===== config.mk =====
export PLATFORM = sky130hd
export DESIGN_NAME = burst_addr_gen
export DESIGN_NICKNAME = d
export VERILOG_FILES = /design/src/rtl/burst_pkg.sv /design/src/rtl/burst_start_decode.sv /design/src/rtl/burst_beat_counter.sv /design/src/rtl/burst_order_map.sv /design/src/rtl/burst_addr_gen.sv
export SDC_FILE = /design/constraint.sdc
export NUM_CORES = 1
export LEC_CHECK = 0
export ABC_CLOCK_PERIOD_IN_PS = 2700
export BUFFER_PORTS_ARGS = -buffer_cell sky130_fd_sc_hd__buf_4
export CAP_MARGIN = 40
export CORE_MARGIN = 8
export CORE_UTILIZATION = 48
export CTS_CLUSTER_SIZE = 25
export DETAILED_ROUTE_END_ITERATION = 8
export GPL_ROUTABILITY_DRIVEN = 0
export GPL_TIMING_DRIVEN = 0
export PLACE_DENSITY = 0.82
export REMOVE_ABC_BUFFERS = 1
export SYNTH_ARGS = -nofsm -noshare
export SYNTH_HDL_FRONTEND = slang
export SYNTH_SLANG_ARGS = --single-unit

===== constraint.sdc =====
create_clock -name clk -period 2.7 [get_ports clk]
set_clock_uncertainty 0.05 [all_clocks]
set_input_delay 0 -clock clk [delete_from_list [all_inputs] [get_ports clk]]
set_output_delay 0 -clock clk [all_outputs]
set_load 0.01 [all_outputs]

===== src/rtl/burst_pkg.sv =====
package burst_pkg;
  typedef enum logic {ORDER_LINEAR = 1'b0, ORDER_XOR = 1'b1} order_e;
endpackage


===== src/rtl/burst_start_decode.sv =====
module burst_start_decode (
  input  logic clk,
  input  logic rst,
  input  logic chip_sel,
  input  logic cpu_strobe_n,
  input  logic ctl_strobe_n,
  output logic load
);
  logic cpu_take;
  logic ctl_take;

  // processor strobe is gated by chip select; controller strobe is not
  assign cpu_take = ~cpu_strobe_n & chip_sel;
  assign ctl_take = ~ctl_strobe_n;
  assign load     = cpu_take | ctl_take;

  // ungated processor strobe alone never starts a burst
  p_cpu_gated_r4: assert property (@(posedge clk) disable iff (rst)
    (!chip_sel && ctl_strobe_n) |-> !load);
  // controller strobe always starts a burst
  p_ctl_loads_r3: assert property (@(posedge clk) disable iff (rst)
    !ctl_strobe_n |-> load);
endmodule


===== src/rtl/burst_beat_counter.sv =====
module burst_beat_counter #(
  parameter int BEAT_W = 2
) (
  input  logic              clk,
  input  logic              rst,
  input  logic              load,
  input  logic              step,
  output logic [BEAT_W-1:0] beat_q,
  output logic [BEAT_W-1:0] beat_nxt
);
  localparam logic [BEAT_W-1:0] ONE = BEAT_W'(1);

  always_comb begin
    if (load)      beat_nxt = '0;
    else if (step) beat_nxt = beat_q + ONE;
    else           beat_nxt = beat_q;
  end

  always_ff @(posedge clk) begin
    if (rst) beat_q <= '0;
    else     beat_q <= beat_nxt;
  end

  // an advance without load moves the beat forward by one
  p_step_r6: assert property (@(posedge clk) disable iff (rst)
    (!load && step) |=> beat_q == $past(beat_q) + ONE);
  // no load and no advance keeps the beat
  p_hold_r11: assert property (@(posedge clk) disable iff (rst)
    (!load && !step) |=> $stable(beat_q));
  // a load restarts the beat at zero
  p_load_zero_r2: assert property (@(posedge clk) disable iff (rst)
    load |=> beat_q == '0);
endmodule


===== src/rtl/burst_order_map.sv =====
module burst_order_map
  import burst_pkg::*;
#(
  parameter int BEAT_W = 2
) (
  input  logic [BEAT_W-1:0] base_low,
  input  logic [BEAT_W-1:0] beat,
  input  order_e            order,
  output logic [BEAT_W-1:0] low
);
  always_comb begin
    if (order == ORDER_XOR) low = base_low ^ beat;
    else                    low = base_low + beat;
  end
endmodule


===== src/rtl/burst_addr_gen.sv =====
module burst_addr_gen
  import burst_pkg::*;
#(
  parameter int ADDR_W = 17,
  parameter int BEAT_W = 2
) (
  input  logic              clk,
  input  logic              rst,
  input  logic              chip_sel,
  input  logic              cpu_strobe_n,
  input  logic              ctl_strobe_n,
  input  logic              adv_n,
  input  logic              order_xor,
  input  logic [ADDR_W-1:0] addr_in,
  output logic [ADDR_W-1:0] addr_out,
  output logic [BEAT_W-1:0] beat
);
  localparam int HI_W = ADDR_W - BEAT_W;

  logic              load;
  logic              step;
  logic [BEAT_W-1:0] beat_nxt;
  logic [BEAT_W-1:0] base_low_q;
  logic [BEAT_W-1:0] mapped_low;
  order_e            order;

  assign step  = ~adv_n;
  assign order = order_e'(order_xor);

  burst_start_decode u_dec (
    .clk          (clk),
    .rst          (rst),
    .chip_sel     (chip_sel),
    .cpu_strobe_n (cpu_strobe_n),
    .ctl_strobe_n (ctl_strobe_n),
    .load         (load)
  );

  burst_beat_counter #(.BEAT_W(BEAT_W)) u_cnt (
    .clk      (clk),
    .rst      (rst),
    .load     (load),
    .step     (step),
    .beat_q   (beat),
    .beat_nxt (beat_nxt)
  );

  burst_order_map #(.BEAT_W(BEAT_W)) u_map (
    .base_low (base_low_q),
    .beat     (beat_nxt),
    .order    (order),
    .low      (mapped_low)
  );

  always_ff @(posedge clk) begin
    if (rst) begin
      base_low_q <= '0;
      addr_out   <= '0;
    end else if (load) begin
      base_low_q <= addr_in[BEAT_W-1:0];
      addr_out   <= addr_in;
    end else if (step) begin
      addr_out[BEAT_W-1:0] <= mapped_low;
    end
  end

  // a load copies the input address on that edge
  p_load_addr_r2: assert property (@(posedge clk) disable iff (rst)
    load |=> addr_out == $past(addr_in));
  // upper bits are frozen between loads
  p_upper_fixed_r9: assert property (@(posedge clk) disable iff (rst)
    !load |=> $stable(addr_out[ADDR_W-1:BEAT_W]));
  // suspend keeps the whole address
  p_suspend_r11: assert property (@(posedge clk) disable iff (rst)
    (!load && adv_n) |=> $stable(addr_out));

  if (HI_W < 1) begin : g_bad_width
    initial $error("ADDR_W must exceed BEAT_W");
  end
endmodule


==> impl_metrics.toml <==
[status]
status = "completed"

[clock_tree]
clk_latency_ns = 0.30
cts_made_buffers = 3
clkTransAtPathRegs_ns = 0.11
ctsResizeCount = 0
cts_max_level = 1
cts_sinks = 21
root_buffer = "clkbuf_4"
clockBufferDepth = 2
cts_tree = "built"

[route]
detail_route.wl_per_cell_um = 16.6
finalWirelength_um = 3340
ant_nets = 0
remaining_drc_errors = 0
via_per_inst = 5.35
drt_first_pass_iters = 4
dr.first_iter.drc_count = 32
vias = 1076

[critical_path]
rr_worst_depth = 6
r2r_setup_slack_ns = 0.94
startpoint_type = "flop"
arrival_ns = 1.94
reg2reg_to = "addr_out[1]$_SDFFE_PP0P_"
required_ns = 2.88
critPathMaxFanout = 4
cp-end-kind = "flop"
path_class = "flop to flop"
r2r_start = "u_cnt.beat_q[0]$_SDFF_PP0_"

[synth]
yosys-top-cells-count = "dfxtp_1 (21), a21oi_1 (18), nand3b_1 (17)"
ys_top_cells_by_area = "dfxtp_1 (45%), nand3b_1 (14%), a21oi_1 (9.7%)"
ys_ff_latch = 21
synth.largest_area_cell = "dfxtp_1"
synth_flop_cell = "dfxtp_1"
synth-async-reset-ratio_pct = 0
ys_types = 25
synth_enable_flop_cells = 0
netlist_area_sq_um = 932
ys_seq_area_share_pct = 45.1
synth_largest_type_area_fraction_pct = 45.1
avgSynthCellArea_sq_um = 9.14
ys.warnings.count = 0
syn_inst = 102
synth.most_common_cell = "dfxtp_1"

[cells_and_area]
final_core_util_pct = 85.4
fin_area_sq_um = 1620
synthToLayoutAreaGrowth_pct = 74.2
antenna-diode-count = 0
final_nets = 200
drive_gt1_share_pct = 28.7

[timing]
rsz0062_at_grt = "false"
post-route-period-util_pct = 65.1
period_minus_slack_ns = 1.76
worstMarginPinSlew_ns = 0.349
setup_violations = 0
tns_ns = 0
finalHoldViolCount = 0
relSlewSlack_pct = 76.6
slew_violations = 0
clock.fmax_ghz = 0.569

[floorplanning]
die_height_um = 60.1
dieArea_sq_um = 3610
placementRows = 16
die_w_um = 60.1
core_sq_um = 1900
ioPinCount = 43
initial_core_util_pct = 49.0

[power_and_ir_drop]
power.density_nw_per_um2 = 412
power_mw = 0.669
p_leak_nw = 0.710
ir_drop_mv = 0.307

[grt]
grt_max_degree = 31
antenna_found_initial = 0
grt_overflow = 0
grt_pass1_vias = 1110
gr-usage-all-layers_pct = 19.5
grt_pass1_wl_um = 5290

[min_path]
hp-start = "ctl_strobe_n"
holdPathEnd = "addr_out[10]$_SDFFE_PP0P_"
hold_path.class = "input pin to flop"
min_path_cells = 3

[placed_design]
hpwl_um = 1700
place_area_sq_um = 1250
io_buffers = 42

[run]
drv_cap = 0
-- report_power, final --
| group | total (mW) | internal (mW) | switching [mW] |
|---|---|---|---|
| Clock | 0.154 | 0.0577 | 0.0966 |
| Sequential | 0.340 | 0.329 | 0.0115 |
| Combinational | 0.174 | 0.103 | 0.0708 |
| Total | 0.669 | 0.490 | 0.179 |
-- kinds of logic after synthesis --
group	share of synthesized area [%]
AOI/OAI and AO/OA	20.4
xor gates and xnor gates	5.24
adders and majority gates	1.34
buffers and inverters	5.91
DFF	45.1
muxes	1.07
and+or+nand+nor	20.9
-- cell type report --
class / instances / area [sq um]
sequential: 21 / 420
clock buffer: 4 / 26.3
inverter: 1 / 3.75
multi-input combinational: 70 / 459
fill: 111 / 278
timing repair buffer: 78 / 681
tap: 27 / 33.8
-- placed cells by master, fill, tap and decap left out --
cell           count
o221ai_2           1
o21ai_1           11
mux2i_1            1
xnor2_1            1
clkbuf_1           1
nor2b_1            2
or3_1              1
nand2_1            1
nor2_1             1
buf_4             42
clkbuf_4           3
nand3b_1          17
a21oi_1           18
or4_4              1
inv_2              1
nor3_1             2
xor2_1             2
or4_1              1
xnor3_1            1
dlygate4sd3_1     35
nand2b_1           1
o21ai_0            6
ha_1               1
buf_8              1
dfxtp_1           21
nor2b_2            1
-- metal layers --
metal,track usage [%],part of all wire [%]
met4,8.16,1.6
met3,3.66,4.5
met5,0,0
met1,22.7,41
met2,33.7,53
-- per-stage QoR --
stage,setup WS [ns],instances,hold slack [ns]
after floorplan,0.507,92,0.0191
after global placement,-0.0431,161,0.228
after detailed placement,0.859,162,0.234
after CTS,1.02,201,0.0293
after global routing,0.831,201,0.0499
final,0.942,201,0.0624
-- flip-flops by register name, summed over array words and instances (netlist names) --
name	flops
u_cnt.beat_q	2
base_low_q	2
addr_out	17
-- repair_timing --
item | 4_1_cts | 5_1_grt
buffers inserted | 0 | 0
hold endpoints to repair | 19 | 0
hold buffers | 35 | 0
-- worst max-delay path: stages, from the launching register on --
cell and delay, ns:
dfxtp_1 0.43, xor2_1 0.23, nor2_1 0.07, ha_1 0.20, nor2b_1 0.14, xnor3_1 0.37, o221ai_2 0.19
-- worst max-delay path by stage --
stage	start	to	slack, ns	depth (start not counted)
final	u_cnt.beat_q[0]$_SDFF_PP0_	addr_out[1]$_SDFFE_PP0P_	0.94	6
after floorplan	chip_sel	addr_out[1]$_SDFFE_PP0P_	0.51	7
after CTS	u_cnt.beat_q[0]$_SDFF_PP0_	addr_out[1]$_SDFFE_PP0P_	1.02	6
after global placement	cpu_strobe_n	addr_out[1]$_SDFFE_PP0P_	-0.04	8
after detailed placement	cpu_strobe_n	addr_out[1]$_SDFFE_PP0P_	0.86	9
after global routing	u_cnt.beat_q[0]$_SDFF_PP0_	addr_out[1]$_SDFFE_PP0P_	0.83	6
No activity file was read; power rests on OpenSTA's default activity.
